File: config.mk
export PLATFORM = sky130hd
export DESIGN_NAME = txmb_arbiter
export DESIGN_NICKNAME = d
export VERILOG_FILES = /design/src/rtl/txmb_pkg.sv /design/src/rtl/txmb_pick.sv /design/src/rtl/txmb_store.sv /design/src/rtl/txmb_ctrl.sv /design/src/rtl/txmb_arbiter.sv
export SDC_FILE = /design/constraint.sdc
export NUM_CORES = 1
export LEC_CHECK = 0
export CAP_MARGIN = 20
export CORE_AREA = 2 2 173 217
export CTS_BUF_LIST = sky130_fd_sc_hd__clkbuf_8
export CTS_CLUSTER_DIAMETER = 50
export DETAILED_ROUTE_END_ITERATION = 10
export DIE_AREA = 0 0 175 219
export GPL_TIMING_DRIVEN = 0
export PLACE_DENSITY = 0.89
export SLEW_MARGIN = 20
export SYNTH_ARGS = -nofsm -noshare
export SYNTH_HDL_FRONTEND = slang
export SYNTH_SLANG_ARGS = --single-unit
File: constraint.sdc
create_clock -name clk -period 4.8 [get_ports clk]
set_input_delay 1.2 -clock clk [delete_from_list [all_inputs] [get_ports clk]]
set_output_delay 1.2 -clock clk [all_outputs]
set_load 0.005 [all_outputs]
File: src/rtl/txmb_pkg.sv
package txmb_pkg;
    typedef enum logic [0:0] {
        ST_IDLE = 1'b0,
        ST_SEND = 1'b1
    } arb_state_e;
endpackage

File: src/rtl/txmb_pick.sv
module txmb_pick #(
    parameter int N_MB   = 4,
    parameter int PRIO_W = 4,
    localparam int IDX_W = $clog2(N_MB)
) (
    input  logic [N_MB-1:0]             pend,
    input  logic [N_MB-1:0][PRIO_W-1:0] prio,
    output logic                        any,
    output logic [IDX_W-1:0]            idx
);
    logic [PRIO_W-1:0] best;

    // Strict less-than: an equal value later in the scan never displaces an earlier index.
    always_comb begin
        any  = 1'b0;
        idx  = '0;
        best = '1;
        for (int i = 0; i < N_MB; i++) begin
            if (pend[i] && (!any || prio[i] < best)) begin
                any  = 1'b1;
                best = prio[i];
                idx  = IDX_W'(i);
            end
        end
    end
endmodule

File: src/rtl/txmb_store.sv
module txmb_store #(
    parameter int N_MB   = 4,
    parameter int PRIO_W = 4,
    parameter int ID_W   = 29,
    parameter int LEN_W  = 4,
    parameter int DATA_W = 64,
    localparam int IDX_W = $clog2(N_MB)
) (
    input  logic                        clk,
    input  logic                        rst_n,
    input  logic                        ld_en,
    input  logic [IDX_W-1:0]            ld_idx,
    input  logic [PRIO_W-1:0]           ld_prio,
    input  logic [ID_W-1:0]             ld_id,
    input  logic [LEN_W-1:0]            ld_len,
    input  logic                        ld_rtr,
    input  logic [DATA_W-1:0]           ld_data,
    input  logic [N_MB-1:0]             send_req,
    input  logic [N_MB-1:0]             abort_req,
    input  logic                        take,
    input  logic [IDX_W-1:0]            take_idx,
    input  logic                        fin,
    input  logic                        fin_fail,
    input  logic [IDX_W-1:0]            rd_idx,
    output logic [N_MB-1:0]             pend,
    output logic [N_MB-1:0]             ready,
    output logic [N_MB-1:0]             abrt,
    output logic [N_MB-1:0][PRIO_W-1:0] prio,
    output logic [ID_W-1:0]             rd_id,
    output logic [LEN_W-1:0]            rd_len,
    output logic                        rd_rtr,
    output logic [DATA_W-1:0]           rd_data
);
    logic [ID_W-1:0]   id_q   [N_MB];
    logic [LEN_W-1:0]  len_q  [N_MB];
    logic [DATA_W-1:0] data_q [N_MB];
    logic [N_MB-1:0]   rtr_q;

    always_ff @(posedge clk) begin
        if (!rst_n) begin
            pend  <= '0;
            ready <= '1;
            abrt  <= '0;
            prio  <= '0;
            rtr_q <= '0;
            for (int i = 0; i < N_MB; i++) begin
                id_q[i]   <= '0;
                len_q[i]  <= '0;
                data_q[i] <= '0;
            end
        end else begin
            for (int i = 0; i < N_MB; i++) begin
                if (ld_en && ld_idx == IDX_W'(i) && ready[i]) begin
                    id_q[i]   <= ld_id;
                    len_q[i]  <= ld_len;
                    data_q[i] <= ld_data;
                    rtr_q[i]  <= ld_rtr;
                    prio[i]   <= ld_prio;
                end
                if (take && take_idx == IDX_W'(i)) begin
                    pend[i] <= 1'b0;
                end else if (abort_req[i] && pend[i]) begin
                    pend[i]  <= 1'b0;
                    ready[i] <= 1'b1;
                    abrt[i]  <= 1'b1;
                end else if (send_req[i] && ready[i]) begin
                    pend[i]  <= 1'b1;
                    ready[i] <= 1'b0;
                    abrt[i]  <= 1'b0;
                end
                if (fin && rd_idx == IDX_W'(i)) begin
                    ready[i] <= 1'b1;
                    abrt[i]  <= fin_fail;
                end
            end
        end
    end

    assign rd_id   = id_q[rd_idx];
    assign rd_len  = len_q[rd_idx];
    assign rd_data = data_q[rd_idx];
    assign rd_rtr  = rtr_q[rd_idx];
endmodule

File: src/rtl/txmb_ctrl.sv
module txmb_ctrl
    import txmb_pkg::*;
#(
    parameter int N_MB   = 4,
    localparam int IDX_W = $clog2(N_MB)
) (
    input  logic             clk,
    input  logic             rst_n,
    input  logic             any_pend,
    input  logic [IDX_W-1:0] pick_idx,
    input  logic             tx_done,
    input  logic             tx_fail,
    output logic             take,
    output logic             fin,
    output logic             fin_fail,
    output logic             tx_valid,
    output logic [IDX_W-1:0] cur_idx
);
    arb_state_e state, state_nx;

    always_ff @(posedge clk) begin
        if (!rst_n) begin
            state   <= ST_IDLE;
            cur_idx <= '0;
        end else begin
            state <= state_nx;
            if (take) cur_idx <= pick_idx;
        end
    end

    always_comb begin
        state_nx = state;
        take     = 1'b0;
        fin      = 1'b0;
        fin_fail = 1'b0;
        tx_valid = 1'b0;
        unique case (state)
            ST_IDLE: begin
                if (any_pend) begin
                    take     = 1'b1;
                    state_nx = ST_SEND;
                end
            end
            ST_SEND: begin
                tx_valid = 1'b1;
                if (tx_done || tx_fail) begin
                    fin      = 1'b1;
                    fin_fail = tx_fail && !tx_done;
                    state_nx = ST_IDLE;
                end
            end
            default: state_nx = ST_IDLE;
        endcase
    end
endmodule

File: src/rtl/txmb_arbiter.sv
module txmb_arbiter #(
    parameter int N_MB   = 4,
    parameter int PRIO_W = 4,
    parameter int ID_W   = 29,
    parameter int LEN_W  = 4,
    parameter int DATA_W = 64,
    localparam int IDX_W = $clog2(N_MB)
) (
    input  logic              clk,
    input  logic              rst_n,
    input  logic              ld_en,
    input  logic [IDX_W-1:0]  ld_idx,
    input  logic [PRIO_W-1:0] ld_prio,
    input  logic [ID_W-1:0]   ld_id,
    input  logic [LEN_W-1:0]  ld_len,
    input  logic              ld_rtr,
    input  logic [DATA_W-1:0] ld_data,
    input  logic [N_MB-1:0]   send_req,
    input  logic [N_MB-1:0]   abort_req,
    input  logic [N_MB-1:0]   irq_mask,
    output logic              tx_valid,
    output logic [IDX_W-1:0]  tx_mb,
    output logic [ID_W-1:0]   tx_id,
    output logic [LEN_W-1:0]  tx_len,
    output logic              tx_rtr,
    output logic [DATA_W-1:0] tx_data,
    input  logic              tx_done,
    input  logic              tx_fail,
    output logic [N_MB-1:0]   mb_ready,
    output logic [N_MB-1:0]   mb_abort,
    output logic [N_MB-1:0]   irq_vec
);
    logic [N_MB-1:0]             pend;
    logic [N_MB-1:0][PRIO_W-1:0] prio;
    logic                        any_pend, take, fin, fin_fail;
    logic [IDX_W-1:0]            pick_idx, cur_idx;

    txmb_pick #(.N_MB(N_MB), .PRIO_W(PRIO_W)) u_pick (
        .pend(pend), .prio(prio), .any(any_pend), .idx(pick_idx)
    );

    txmb_ctrl #(.N_MB(N_MB)) u_ctrl (
        .clk(clk), .rst_n(rst_n), .any_pend(any_pend), .pick_idx(pick_idx),
        .tx_done(tx_done), .tx_fail(tx_fail), .take(take), .fin(fin),
        .fin_fail(fin_fail), .tx_valid(tx_valid), .cur_idx(cur_idx)
    );

    txmb_store #(
        .N_MB(N_MB), .PRIO_W(PRIO_W), .ID_W(ID_W), .LEN_W(LEN_W), .DATA_W(DATA_W)
    ) u_store (
        .clk(clk), .rst_n(rst_n), .ld_en(ld_en), .ld_idx(ld_idx), .ld_prio(ld_prio),
        .ld_id(ld_id), .ld_len(ld_len), .ld_rtr(ld_rtr), .ld_data(ld_data),
        .send_req(send_req), .abort_req(abort_req), .take(take), .take_idx(pick_idx),
        .fin(fin), .fin_fail(fin_fail), .rd_idx(cur_idx), .pend(pend),
        .ready(mb_ready), .abrt(mb_abort), .prio(prio), .rd_id(tx_id),
        .rd_len(tx_len), .rd_rtr(tx_rtr), .rd_data(tx_data)
    );

    assign tx_mb   = cur_idx;
    assign irq_vec = mb_ready & irq_mask;
endmodule

Word level (Yosys, flattened, before mapping)
Memories as Yosys holds them, arrays and structs flattened. A register that Yosys moved wholly into a read port is not among the register bits.
Index checks and enable logic that the tools add are counted.
- multiplexer cells: 68
- equality and inequality tests: 13
- reduce and logical (&&, ||, !) cells: 63
- order comparisons: 4
- bitwise logic cells: 19
- operators by type and width (cell ; number):
    64-bit two-way mux ; 4
    29-bit two-way mux ; 4
    1-bit two-way mux ; 43
    1-bit logical AND ; 28
    4-bit two-way mux ; 7
    2-bit two-way mux ; 8
    2-bit AND reduction ; 8
    2-bit == test, second input constant ; 6
    4-bit < comparator ; 3
    1-bit OR ; 12
    3-bit nonzero test ; 4
    3-bit OR reduction ; 4
    2-bit inequality test, second input constant ; 4
    2-bit nonzero test ; 4
    2-bit OR reduction ; 4
    2-bit by 1-bit == test with 1-bit output, second input constant ; 3
    2-bit logical NOT ; 3
    1-bit inverter ; 6
    4-bit bitwise AND ; 1
    1-bit logical NOT ; 4
    1-bit logical OR ; 4
    2-bit by 3-bit < comparator with 1-bit output, second input constant ; 1
    1-bit binary-select mux with 2-bit select ; 1
    1-bit one-hot mux with 2 select lines ; 1
- input port bits: 121
- memory bits (writable): 388
- logic and storage cells: 192
- memories kept: 3
- register bits: 35
- output and inout port bits: 113
- memories (name ; depth ; bits a word ; rd ports ; clocked after memory_dff ; write ports ; RTL line ; text):
    u_store.data_q ; 4 ; 64 ; 1 ; 1 ; 4 ; txmb_store.sv:36 ; logic [DATA_W-1:0] data_q [N_MB];
    u_store.id_q ; 4 ; 29 ; 1 ; 1 ; 4 ; txmb_store.sv:34 ; logic [ID_W-1:0] id_q [N_MB];
    u_store.len_q ; 4 ; 4 ; 1 ; 1 ; 4 ; txmb_store.sv:35 ; logic [LEN_W-1:0] len_q [N_MB];

Longest topological paths before layout
Gate-level depths: netlist of the first run.
- word-level depth: 18
- mapped depth: 24
- gate-level depth less buffers: 23

By module
A second synthesis of the first run with hierarchy kept.
- cell total of the unflattened synthesis: 1156
- area, all modules: 18705.4 µm²
- modules (own cells, without submodules) (module ; times used ; cells each ; area each (µm²) ; seq. area each (µm²)):
    txmb_store ; 1 ; 1067 ; 17994.8 ; 12291.8
    txmb_pick ; 1 ; 71 ; 539.3 ; 0.0
    txmb_ctrl ; 1 ; 14 ; 146.4 ; 60.1
    txmb_arbiter ; 1 ; 4 ; 25.0 ; 0.0

Worst setup path before layout of the first run
No wires, ideal clock.
- kind: reg2reg
- from: register u_store.pend[0]
- to: register u_store.ready[1]
- setup time: 0.120 ns
- stages on the path, launching flop included: 24
- buffers on the path: 1
- period minus slack after synthesis: 4.641 ns
- slack: 0.159 ns
- arrival: 4.521 ns
- required time: 4.680 ns
- cell sequence: dfxtp_1 -> buf_4 -> inv_1 -> nor2_1 -> ha_1 -> nand2_1 -> a2111oi_4 -> nor2_1 -> o31ai_1 -> ha_1 -> or3_4 -> a21oi_1 -> o21a_1 -> nand2b_1 -> nor2_1 -> a21oi_1 -> ha_1 -> or2_2 -> a21o_1 -> nand2_1 -> a211o_1 -> a31o_4 -> o21a_1 -> a211o_1
- longest elaborated chain between the ends: 18
- elaborated cells between the ends (all ways): 28
- those cells by class: 3 x order compare; 1 x eq/ne; 12 x mux; 1 x bitwise; 11 x reduce/logical
- ends and longest elaborated chain (what ; RTL line ; text):
    start: declaration ; txmb_store.sv:25 ; output logic [N_MB-1:0] pend,
    start signal: assignment ; txmb_store.sv:41 ; pend <= '0;
    start signal: indexed assignment ; txmb_store.sv:61 ; pend[i] <= 1'b0;
    start signal: indexed assignment ; txmb_store.sv:63 ; pend[i] <= 1'b0;
    4-bit two-way mux / 1-bit two-way mux (equally long branches) ; txmb_pick.sv:19 ; if (pend[i] && (!any || prio[i] < best)) begin
    4-bit < comparator / 1-bit logical NOT (equally long branches) ; txmb_pick.sv:19 ;
    1-bit logical OR ; txmb_pick.sv:19 ;
    1-bit logical AND ; txmb_pick.sv:19 ;
    4-bit two-way mux / 1-bit two-way mux (equally long branches) ; txmb_pick.sv:19 ;
    4-bit < comparator / 1-bit logical NOT (equally long branches) ; txmb_pick.sv:19 ;
    1-bit logical OR ; txmb_pick.sv:19 ;
    1-bit logical AND ; txmb_pick.sv:19 ;
    (+2 left out) ; n/a ;
    1-bit logical OR ; txmb_pick.sv:19 ;
    1-bit logical AND ; txmb_pick.sv:19 ;
    1-bit two-way mux ; txmb_pick.sv:19 ;
    1-bit two-way mux ; txmb_ctrl.sv:39 ; if (any_pend) begin
    1-bit two-way mux ; txmb_ctrl.sv:37 ; unique case (state)
    1-bit logical AND * ; txmb_store.sv:60 ; if (take && take_idx == IDX_W'(i)) begin
    1-bit inverter (no source line) * ; n/a ;
    2-bit AND reduction (no source line) * ; n/a ;
    end signal: indexed assignment ; txmb_store.sv:64 ; ready[i] <= 1'b1;
    end signal: indexed assignment ; txmb_store.sv:68 ; ready[i] <= 1'b0;
    end signal: indexed assignment ; txmb_store.sv:72 ; ready[i] <= 1'b1;
    end: declaration ; txmb_store.sv:26 ; output logic [N_MB-1:0] ready,
Every way passes the cells marked *; elsewhere a longest branch is shown, timed or not.
A chain may end at the register's enable or synchronous reset.

Worst setup path after layout of the first run
Same ends and word-level chain as after synthesis.

==> out/qor.txt, run 1 <==
Vias/cell: 5.57
Initial Util: 0.515
Relative slew margins: 0.308
Post-synthesis cell count: 1182
Largest net degree at the start of global routing: 55
Critical Path Start Type: flop
Least-Margin Pin Slew: 1020 ps
Cell Pwr Density: 399 nW/um^2
Reg-to-reg critical path startpoint: u_store.pend[0]$_SDFFE_PP0P_
Area of the multi-input gates: 6050 sq um
Worst-Skew Late Latency: 640 ps
Seq. cell area: 12400 sq um
Worst-path clk slew: 60 ps
Initial antenna violation count: 4
Inserted Clock Buffers: 60
Leakage power: 8.39 nW
PortBufs: 232
F_max: 0.215 GHz
VDD IR max: 223 uV
Final WS setup: 149 ps
Placer Congestion: 0.909
Drt pass-1 iters: 5
DRT antenna net count: 0
CP arrival: 5160 ps
Synth Net Count: 1310
Nets: 1617
DIE HEIGHT: 219 um
Fin Clk Skew: 30.7 ps
Total GRT Usage: 0.226
Final WL: 43400 um
Dpl hpwl: 28400 um
FF-to-FF path depth: 24
Clk buf depth: 3
DRT iter0 DRCs: 857
Flops & latches, synth: 425
Syn. warnings: 0
Hold WC Path Type: reg2reg
Worst Setup SP: u_store.pend[0]$_SDFFE_PP0P_
Prevailing post-synth register cell: edfxtp_1
Period utilisation layout: 0.969
Clk sinks: 425
Reg-to-reg endpoint: u_store.ready[1]$_SDFFE_PP1P_
Hold path cells: 2
Worst setup EP type: flop
Final setup vio count: 0
Layout cell share with drive strength beyond 1: 0.147
Final min period: 4650 ps
CTS H-tree lvls: 2
DRC Markers: 0
R2r setup slk: 150 ps
Slew Limit Fails: 0
CTS tree: yes
Hold Crit Start: u_store.abrt[0]$_SDFFE_PN0P_
Total number of vias: 11300
I/O Pins: 234
Total die area: 38300 sq um
Final Hold Vio Count: 0
Mapped Area: 18700 sq um
Area growth, synth to finish: 23.4%
Post-synthesis async set-or-reset flop share: 0
Num rows: 78
Final Cell Area: 23000 sq um
Synth cell types: 57
Die width: 175 um
Mapped Avg Cell Area: 15.8 sq um
Congestion Overflow GR: 0
Global-route wire length before repair: 66000 um
Placed inst area: 21700 sq um
CTS root buffer: clkbuf_8
CP max FO: 7
Post-synth EDFFs: 388
Core Area: 36200 sq um
Hold Path End: u_store.abrt[0]$_SDFFE_PN0P_
Seq/Total Area, Yosys: 0.664
Vias in the first global route: 12100
Required @ worst endpoint: 5310 ps
Hold buffers post-CTS: 0
Fillers: 2533
Kind of critical path: reg2reg
Post-place setup slack: -521 ps
Status: completed
Max Cap Viol: 0
Routed len/inst: 21.5 um
[metrics by stage]
stage	utilization	power (W)	hold WS (ps)	cells	setup TNS [ps]
6_report	0.636	0.00919	468	2022	0
5_1_grt	0.636	0.00955	498	2022	-80.6
4_1_cts	0.633	0.00921	469	2013	0
3_5_place_dp	0.600	0.00651	456	1898	-3950
3_3_place_gp	0.596	0.00648	461	1894	-486430
2_1_floorplan	-	0.00547	444	1182	0
[worst max-delay path, cell delays in order (launching register included)]
cell        delay (ps)
dfxtp_1            320
buf_6              120
clkinvlp_4          90
nor2_2             150
ha_4               240
nand2_2             80
a2111oi_4           40
buf_4              170
or3_1              380
o31ai_2             90
ha_1               270
or3_4              350
a21oi_1            130
o21a_2             150
nand2b_4           170
nor2_1              60
a21oi_2            110
ha_2               200
or2_2              140
a21o_1             130
nand2_1             70
a211o_4            370
a31o_2             260
o21a_1             170
a211o_1            250
[power by group]
| part | switching [W] | internal, W | leakage, nW |
|---|---|---|---|
| logic | 0.000949 | 0.00115 | 3.37 |
| registers | 0.000102 | 0.00427 | 4.36 |
| clock network | 0.00136 | 0.00136 | 0.661 |
[flip-flops by register name, summed over array words and instances (netlist names), 4 cells and up, named ones only]
signal          flops
u_store.ready       4
u_store.prio       16
u_store.abrt        4
u_store.len_q      16
u_store.data_q    256
u_store.pend        4
u_store.rtr_q       4
u_store.id_q      116
[repair_timing]
item                                    4_1_cts  5_1_grt
cloned                                        0        1
buffers inserted                              2        7
gates resized for setup                       7       12
endpoints found under the setup margin       36       14
pin swaps                                     1        6
[cell families (layout without fill, tap and decap cells)]
kind of cell	count (synthesis)	in the layout	synth area share
AOI/OAI and AO/OA	90	91	0.0398
xor gates and xnor gates	1	1	0.000469
adders and majority gates	7	7	0.00469
buffers and inverters	78	435	0.0162
DFF	425	425	0.664
muxes	100	100	0.119
other	0	2	0
and+or+nand+nor	481	481	0.155
[worst max path at each step]
stage	to	slack, ps	cells past startpoint
floorplan	u_store.ready[1]$_SDFFE_PP1P_	160	23
global placement	u_store.data_q[0][18]$_SDFFCE_PN0P_	-1330	6
detailed placement	u_store.ready[2]$_SDFFE_PP1P_	-520	23
CTS	tx_data[60]	20	5
global route	u_store.ready[2]$_SDFFE_PP1P_	-40	24
finish	u_store.ready[1]$_SDFFE_PP1P_	150	24
[per-layer routing]
metal  GRT usage  up-vias  share of wire
met2       0.398      476           0.52
met5           0        -        0.00030
met4       0.101        2          0.040
met3      0.0402      106          0.067
li1            -     5058              -
met1       0.274     5621           0.37
[cell type report]
class / instances / share of cell area
antenna: 2 / 0.000217
buffer: 69 / 0.0119
clock buffer: 61 / 0.0365
clock inverter: 52 / 0.0137
inverter: 8 / 0.00234
multi-input combinational: 680 / 0.263
sequential: 425 / 0.538
tap: 480 / 0.0261
timing repair buffer: 245 / 0.109
[synthesized netlist by cell type, types with 2 or more instances]
master / count / area, sq um
a31oi_1: 2 / 12.5
a311oi_1: 2 / 17.5
buf_2: 4 / 20.0
nand2_1: 23 / 86.3
a21oi_1: 16 / 80.1
and2_1: 394 / 2460
a22o_1: 20 / 175
buf_1: 6 / 22.5
edfxtp_1: 388 / 11700
inv_1: 8 / 30.0
a2111oi_4: 2 / 55.1
nor3_1: 4 / 20.0
a2111oi_2: 3 / 45.0
clkbuf_1: 59 / 221
dfxtp_1: 37 / 741
nor4_1: 2 / 12.5
a221o_1: 2 / 20.0
nor2b_1: 7 / 43.8
nand2b_1: 5 / 31.3
o311ai_0: 2 / 17.5
o211ai_1: 3 / 22.5
nand3_1: 5 / 25.0
mux4_2: 98 / 2210
or2_2: 2 / 12.5
nor2_1: 27 / 101
ha_1: 7 / 87.6
o21ai_0: 14 / 70.1
and3_1: 2 / 12.5
mux2i_1: 2 / 20.0
o21a_1: 4 / 30.0
o31ai_1: 4 / 30.0
nand3b_1: 2 / 15.0
a211o_1: 2 / 17.5
[layout by cell type (no fill, tap or decap), types with 4 or more instances in the layout]
| master | n |
|---|---|
| nand2_1 | 21 |
| clkinv_2 | 8 |
| clkinv_1 | 19 |
| ha_1 | 5 |
| inv_6 | 5 |
| buf_1 | 6 |
| mux4_2 | 98 |
| dfxtp_1 | 37 |
| clkbuf_1 | 56 |
| nor3_1 | 4 |
| nor2b_1 | 7 |
| clkdlybuf4s50_1 | 232 |
| buf_4 | 9 |
| inv_1 | 21 |
| o21ai_0 | 14 |
| nand3_1 | 5 |
| buf_2 | 4 |
| a22o_1 | 20 |
| nor2_1 | 26 |
| a21oi_1 | 15 |
| clkbuf_8 | 61 |
| nand2b_1 | 4 |
| buf_16 | 4 |
| and2_1 | 394 |
| edfxtp_1 | 388 |
Note: power is estimated with default switching activity, not from simulation.
==> run 2: changes to the inputs <==
--- a/config.mk
+++ b/config.mk
@@ -8,7 +8,6 @@
 export CAP_MARGIN = 20
 export CORE_AREA = 2 2 173 217
 export CTS_BUF_LIST = sky130_fd_sc_hd__clkbuf_8
-export CTS_CLUSTER_DIAMETER = 50
 export DETAILED_ROUTE_END_ITERATION = 10
 export DIE_AREA = 0 0 175 219
 export GPL_TIMING_DRIVEN = 0
==> run 2 against run 1 <==
Net effect: die area did not move; highest routed layer unchanged; non-clock buffer count did not move; power rose by 0.38%; flip-flop and latch count did not move; critical path type unchanged.
==> out/qor.txt, run 2 (same netlist as run 1, synthesis figures left out) <==
Status: completed (unchanged)
Internal power: 0.00681 W (was 0.00679 W)
Worst-path clk slew: 60 ps (about the same)
Net Sw Frac: 0.262 (about the same)
Leakage power: 8.39 nW (about the same)
Max reg flops: 256 (unchanged)
Placer Congestion: 0.909 (unchanged)
CP max FO: 7 (unchanged)
Area growth, synth to finish: 23.5% (was 23.4%)
Hold WC Path Type: reg2reg (unchanged)
Final setup vio count: 0 (unchanged)
DP Cell Count: 1898 (unchanged)
Critical Path Start Type: flop (unchanged)
Clk sinks: 425 (unchanged)
Cell Pwr Density: 400 nW/um^2 (was 399 nW/um^2)
Slew Limit Fails: 0 (unchanged)
Least-Margin Pin Slew: 1040 ps (was 1020 ps)
PortBufs: 232 (unchanged)
Hold Crit Start: u_store.abrt[0]$_SDFFE_PN0P_ (unchanged)
DRT antenna net count: 0 (unchanged)
Final core area utilization: 0.636 (about the same)
Congestion Overflow GR: 0 (unchanged)
Routed len/inst: 21.5 um (about the same)
Global-route wire length before repair: 66100 um (was 66000 um)
Max Cap Viol: 0 (unchanged)
CTS root buffer: clkbuf_8 (unchanged)
Layout Cells excl Fill: 2021 (was 2022)
Drt pass-1 iters: 5 (unchanged)
I/O Pins: 234 (unchanged)
Layout cell share with drive strength beyond 1: 0.149 (was 0.147)
Psw: 0.00242 W (was 0.00241 W)
CTS H-tree lvls: 2 (unchanged)
Period utilisation layout: 0.969 (about the same)
Vias in the first global route: 12100 (about the same)
Clk buf depth: 3 (unchanged)
Final Cell Area: 23000 sq um (about the same)
Placed inst area: 21700 sq um (unchanged)
Relative slew margins: 0.300 (was 0.308)
Final hold slack: 467 ps (was 468 ps)
Final Hold Vio Count: 0 (unchanged)
Total number of vias: 11300 (about the same)
Vias/cell: 5.57 (about the same)
Top flop regs: u_store.data_q (256), u_store.id_q (116) (unchanged)
Final min period: 4650 ps (about the same)
Largest Register: u_store.data_q (unchanged)
Worst Setup SP: u_store.pend[0]$_SDFFE_PP0P_ (unchanged)
CTS tree: yes (unchanged)
Required @ worst endpoint: 5300 ps (was 5310 ps)
Num rows: 78 (unchanged)
DRT iter0 DRCs: 990 (was 857)
Clock share of power: 0.298 (was 0.295)
DIE HEIGHT: 219 um (unchanged)
Kind of critical path: reg2reg (unchanged)
Initial antenna violation count: 4 (unchanged)
Nets: 1616 (was 1617)
DRC Markers: 0 (unchanged)
F_max: 0.215 GHz (about the same)
Logic pwr share: 0.228 (about the same)
Reg-to-reg critical path startpoint: u_store.pend[0]$_SDFFE_PP0P_ (unchanged)
VDD IR max: 222 uV (was 223 uV)
CP arrival: 5150 ps (was 5160 ps)
Most common cell after layout, fill and taps aside: and2_1 (unchanged)
Total die area: 38300 sq um (unchanged)
Worst setup EP type: flop (unchanged)
Worst-Skew Late Latency: 640 ps (about the same)
Total GRT Usage: 0.227 (was 0.226)
Largest net degree at the start of global routing: 55 (unchanged)
Fin Clk Skew: 28.2 ps (was 30.7 ps)
Die width: 175 um (unchanged)
Core Area: 36200 sq um (unchanged)
Leading cell types in the layout, fill and taps excluded: and2_1 (394), edfxtp_1 (388), clkdlybuf4s50_1 (232) (unchanged)
Final WL: 43500 um (was 43400 um)
Dpl hpwl: 28400 um (unchanged)
Inserted Clock Buffers: 59 (was 60)
Initial Util: 0.515 (unchanged)
Sequential Power Share: 0.474 (was 0.476)
run 2: changes by cell type in the layout (fill, tap and decap cells not counted), sizes merged:
cell / previous run / this run
clkinv: 28 / 29
clkbuf: 119 / 117
inv: 28 / 27
bufinv: 3 / 4
run 2: worst max-delay path, cell delays in order, from the launching register on:
cell,delay (ps)
dfxtp_1,320
buf_6,120
clkinvlp_4,90
nor2_2,150
ha_4,240
nand2_2,80
a2111oi_4,40
buf_4,170
or3_1,380
o31ai_2,90
ha_1,270
or3_4,350
a21oi_1,130
o21a_2,150
nand2b_4,170
nor2_1,60
a21oi_2,110
ha_2,200
or2_2,150
a21o_1,130
nand2_1,70
a211o_4,370
a31o_2,260
o21a_1,170
a211o_1,250
run 2: worst paths after layout:
check,slack (ps),cells after the start,endpoint
setup / recovery,150,24,u_store.ready[1]$_SDFFE_PP1P_
hold / removal,470,2,u_store.abrt[0]$_SDFFE_PN0P_
setup reg to reg,150,24,u_store.ready[1]$_SDFFE_PP1P_
hold reg to reg,470,2,u_store.abrt[0]$_SDFFE_PN0P_
run 2: what timing repair did:
action	CTS	global route
buffers inserted	2	7
hold buffers	0	0
endpoints found under the setup margin	35	14
pin swaps	1	6
cloned	0	1
gates resized for setup	7	12
run 2: power groups by stage:
| stage | combinational (W) | clock, W | sequential, W |
|---|---|---|---|
| 3_3_place_gp | 0.00203 | 0 | 0.00445 |
| 3_5_place_dp | 0.00206 | 0 | 0.00444 |
| 2_1_floorplan | 0.00105 | 0 | 0.00442 |
| 6_report | 0.00210 | 0.00275 | 0.00438 |
| 5_1_grt | 0.00224 | 0.00295 | 0.00440 |
| 4_1_cts | 0.00209 | 0.00279 | 0.00437 |
run 2: per-layer routing:
layer | part of all wire | GRT usage | wire length [um] | vias up
met4 | 0.040 | 0.0997 | 1740 | 2
li1 | - | - | - | 5060
met3 | 0.068 | 0.0405 | 2960 | 114
met2 | 0.52 | 0.400 | 22800 | 467
met5 | 0.00030 | 0 | 13 | -
met1 | 0.37 | 0.275 | 16000 | 5608
run 2: final cells by class:
cell class / count / area (sq um)
clock buffer: 59 / 812
inverter: 8 / 53.8
fill: 2529 / 13200
sequential: 425 / 12400
buffer: 69 / 274
tap: 480 / 601
antenna: 2 / 5.00
clock inverter: 53 / 350
multi-input combinational: 680 / 6050
timing repair buffer: 245 / 2500
run 2: stage by stage:
step / total power, W / setup TNS (ps) / setup slack, ps
floorplan: 0.00547 / 0 / 159
global placement: 0.00648 / -486430 / -1330
detailed placement: 0.00651 / -3950 / -521
CTS: 0.00924 / 0 / 21.2
global route: 0.00958 / -80.6 / -39.4
finish: 0.00923 / 0 / 151
==> run 3: changes to the inputs <==
--- a/config.mk
+++ b/config.mk
@@ -5,11 +5,12 @@
 export SDC_FILE = /design/constraint.sdc
 export NUM_CORES = 1
 export LEC_CHECK = 0
+export ABC_AREA = 1
 export CAP_MARGIN = 20
-export CORE_AREA = 2 2 173 217
+export CORE_AREA = 2 2 171 215
 export CTS_BUF_LIST = sky130_fd_sc_hd__clkbuf_8
 export DETAILED_ROUTE_END_ITERATION = 10
-export DIE_AREA = 0 0 175 219
+export DIE_AREA = 0 0 173 217
 export GPL_TIMING_DRIVEN = 0
 export PLACE_DENSITY = 0.89
 export SLEW_MARGIN = 20
==> run 3 against run 2 <==
Net effect: largest power group unchanged; count of clock-buffer cells in the layout increased by 2; flip-flop and latch count unchanged; clock skew increased by 5.9 ps; cell count increased by 28%; sequential share of layout area increased by 1.2 points.
==> out/qor.txt, run 3 <==
Status: completed (unchanged)
Synth area leader: edfxtp_1 (unchanged)
Mapped Area: 18200 sq um (was 18700 sq um)
Placer Congestion: 0.904 (was 0.909)
Synth cell count leaders: nor2_1 (600), edfxtp_1 (388), o21ai_0 (211) (was and2_1 (394), edfxtp_1 (388), mux4_2 (98))
Relative slew margins: 0.288 (was 0.300)
Synth cell types: 30 (was 57)
Kind of critical path: reg2out (was reg2reg)
Most common cell in the netlist: nor2_1 (was and2_1)
Total number of vias: 14900 (was 11300)
Leading cell types in the layout, fill and taps excluded: nor2_1 (600), edfxtp_1 (388), clkdlybuf4s50_1 (233) (was and2_1 (394), edfxtp_1 (388), clkdlybuf4s50_1 (232))
Leakage power: 9.01 nW (was 8.39 nW)
Final Cell Area: 22500 sq um (was 23000 sq um)
I/O Pins: 234 (unchanged)
CP arrival: 3380 ps (was 5150 ps)
Post-synthesis async set-or-reset flop share: 0 (unchanged)
Area of the multi-input gates: 4860 sq um (was 6050 sq um)
Fillers: 2658 (was 2529)
Die width: 173 um (was 175 um)
PortBufs: 233 (was 232)
DIE HEIGHT: 217 um (was 219 um)
Largest net degree at the start of global routing: 47 (was 55)
Dpl hpwl: 33900 um (was 28400 um)
Final min period: 4580 ps (was 4650 ps)
CTS root buffer: clkbuf_8 (unchanged)
Max Cap Viol: 0 (unchanged)
Vias in the first global route: 15000 (was 12100)
CP top delay family: buffers and inverters (was compound AO/OA/AOI/OAI gates)
Routed len/inst: 20.3 um (was 21.5 um)
Core Area: 35700 sq um (was 36200 sq um)
Hold WC Path Type: reg2reg (unchanged)
Crit-path max cell delay: 670 ps (was 380 ps)
Mapped Avg Cell Area: 10.4 sq um (was 15.8 sq um)
Top cells by area, synth: edfxtp_1 (64%), nor2_1 (12%), o21ai_0 (5.8%) (was edfxtp_1 (62%), and2_1 (13%), mux4_2 (12%))
Least-Margin Pin Slew: 1070 ps (was 1040 ps)
Max reg flops: 256 (unchanged)
Seq. cell area: 12400 sq um (about the same)
Clk sinks: 425 (unchanged)
Initial antenna violation count: 2 (was 4)
Yosys top cell area share: 0.641 (was 0.624)
Required @ worst endpoint: 3600 ps (was 5300 ps)
Vias/cell: 5.74 (was 5.57)
Buffers and inverters on the worst path: 3 (unchanged)
Most common cell after layout, fill and taps aside: nor2_1 (was and2_1)
CP max FO: 16 (was 7)
Congestion Overflow GR: 0 (unchanged)
Drt pass-1 iters: 8 (was 5)
Placed inst area: 21400 sq um (was 21700 sq um)
Layout cell share with drive strength beyond 1: 0.0551 (was 0.149)
Unrepaired setup endpoints after global routing: false
DP Cell Count: 2476 (was 1898)
Slew Limit Fails: 0 (unchanged)
Initial Util: 0.509 (was 0.515)
Total GRT Usage: 0.273 (was 0.227)
Final Hold Vio Count: 0 (unchanged)
DRT iter0 DRCs: 1851 (was 990)
Largest Register: u_store.data_q (unchanged)
CTS H-tree lvls: 2 (unchanged)
Prevailing post-synth register cell: edfxtp_1 (unchanged)
Post-synthesis cell count: 1755 (was 1182)
Worst-Skew Late Latency: 640 ps (about the same)
Setup TNS: 0 ps (unchanged)
Total die area: 37500 sq um (was 38300 sq um)
Flops & latches, synth: 425 (unchanged)
Final WL: 52400 um (was 43500 um)
DRC Markers: 0 (unchanged)
Critical Path Start Type: flop (unchanged)
Inserted Clock Buffers: 61 (was 59)
Global-route wire length before repair: 79400 um (was 66100 um)
Post-synth EDFFs: 388 (unchanged)
Top flop regs: u_store.data_q (256), u_store.id_q (116) (unchanged)
Nets: 2185 (was 1616)
Final setup vio count: 0 (unchanged)
Period utilisation layout: 0.953 (was 0.969)
Clk buf depth: 3 (unchanged)
F_max: 0.219 GHz (was 0.215 GHz)
Fin Clk Skew: 34.1 ps (was 28.2 ps)
Num rows: 78 (unchanged)
CP Cell Sequence: inv_1 -> clkbuf_1 -> o21ai_0 -> o22ai_1 -> clkdlybuf4s50_1 (was buf_6 -> clkinvlp_4 -> nor2_2 -> ha_4 -> nand2_2 -> a2111oi_4 -> buf_4 -> or3_1 -> o31ai_2 -> ha_1 -> or3_4 -> a21oi_1 -> o21a_2 -> nand2b_4 -> nor2_1 -> a21oi_2 -> ha_2 -> or2_2 -> a21o_1 -> nand2_1 -> a211o_4 -> a31o_2 -> o21a_1 -> a211o_1)
DRT antenna net count: 0 (unchanged)
Worst-path clk slew: 70 ps (was 60 ps)
Worst setup EP type: output port (was flop)
Layout Cells excl Fill: 2588 (was 2021)
VDD IR max: 215 uV (was 222 uV)
Critical-path top delay cell: inv_1 (was or3_1)
Cell Pwr Density: 427 nW/um^2 (was 400 nW/um^2)
Synth Net Count: 1883 (was 1310)
CTS tree: yes (unchanged)
Syn. warnings: 0 (unchanged)
Area growth, synth to finish: 23.8% (was 23.5%)
Seq/Total Area, Yosys: 0.681 (was 0.664)
## run 3: routing by layer
metal  up-vias  wire length [um]  part of all wire  track usage
met3       230              5400              0.10       0.0580
li1       6605                 -                 -            -
met1      7002             17900              0.34        0.314
met2      1020             25600              0.49        0.460
met5         -                 0                 0            0
met4         0              3510             0.067        0.183
## run 3: cell type report
class / count / share of cell area
tap: 480 / 0.0267
sequential: 425 / 0.550
multi-input combinational: 1075 / 0.216
buffer: 109 / 0.0188
clock buffer: 61 / 0.0373
inverter: 144 / 0.0240
timing repair buffer: 241 / 0.113
antenna: 3 / 0.000333
clock inverter: 50 / 0.0145
## run 3: timing repair
item | in CTS | in global routing
buffers inserted | 0 | 0
setup endpoints to repair | 97 | 4
pin swaps | 0 | 0
cloned | 0 | 0
hold buffers | 0 | 0
resized for setup | 3 | 0
## run 3: path summary, 6_finish.rpt
kind	start	slack [ps]	cells past startpoint	to
hold reg to reg	u_store.abrt[2]$_SDFFE_PN0P_	490	2	u_store.abrt[2]$_SDFFE_PN0P_
setup / recovery	flop	220	5	tx_id[8]
setup reg to reg	u_store.pend[0]$_SDFFE_PP0P_	730	31	u_store.ready[1]$_SDFFE_PP1P_
hold / removal	u_store.abrt[2]$_SDFFE_PN0P_	490	2	u_store.abrt[2]$_SDFFE_PN0P_
## run 3: kinds of logic after synthesis
kind of cell / after synthesis / synth area share
buffers and inverters: 255 / 0.0532
AO/OA/AOI/OAI: 340 / 0.102
AND/OR/NAND/NOR: 728 / 0.159
adder cells (fa/ha/maj): 7 / 0.00481
flip-flops: 425 / 0.681
## run 3: through the flow
step | utilization | total power (W) | hold slack (ps) | setup slack (ps)
after global placement | 0.591 | 0.00680 | 463 | -1560
after CTS | 0.631 | 0.00959 | 485 | 15.5
after detailed placement | 0.598 | 0.00687 | 469 | 319
after global routing | 0.631 | 0.00996 | 506 | 80.1
after floorplan | - | 0.00553 | 449 | 796
final | 0.631 | 0.00961 | 490 | 225
## run 3: where the power goes
part	leakage (nW)	switching (W)	internal [W]
sequential	4.36	0.000113	0.00428
clock	0.642	0.00137	0.00140
combinational	4.01	0.00141	0.00105
## run 3: worst reg2reg max path: cells and delay by family (launching register included)
family / cells / cell delay, ps
DFF: 1 / 320
adders and majority gates: 3 / 870
AOI/OAI and AO/OA: 3 / 600
and+or+nand+nor: 18 / 1500
buffers and inverters: 7 / 680
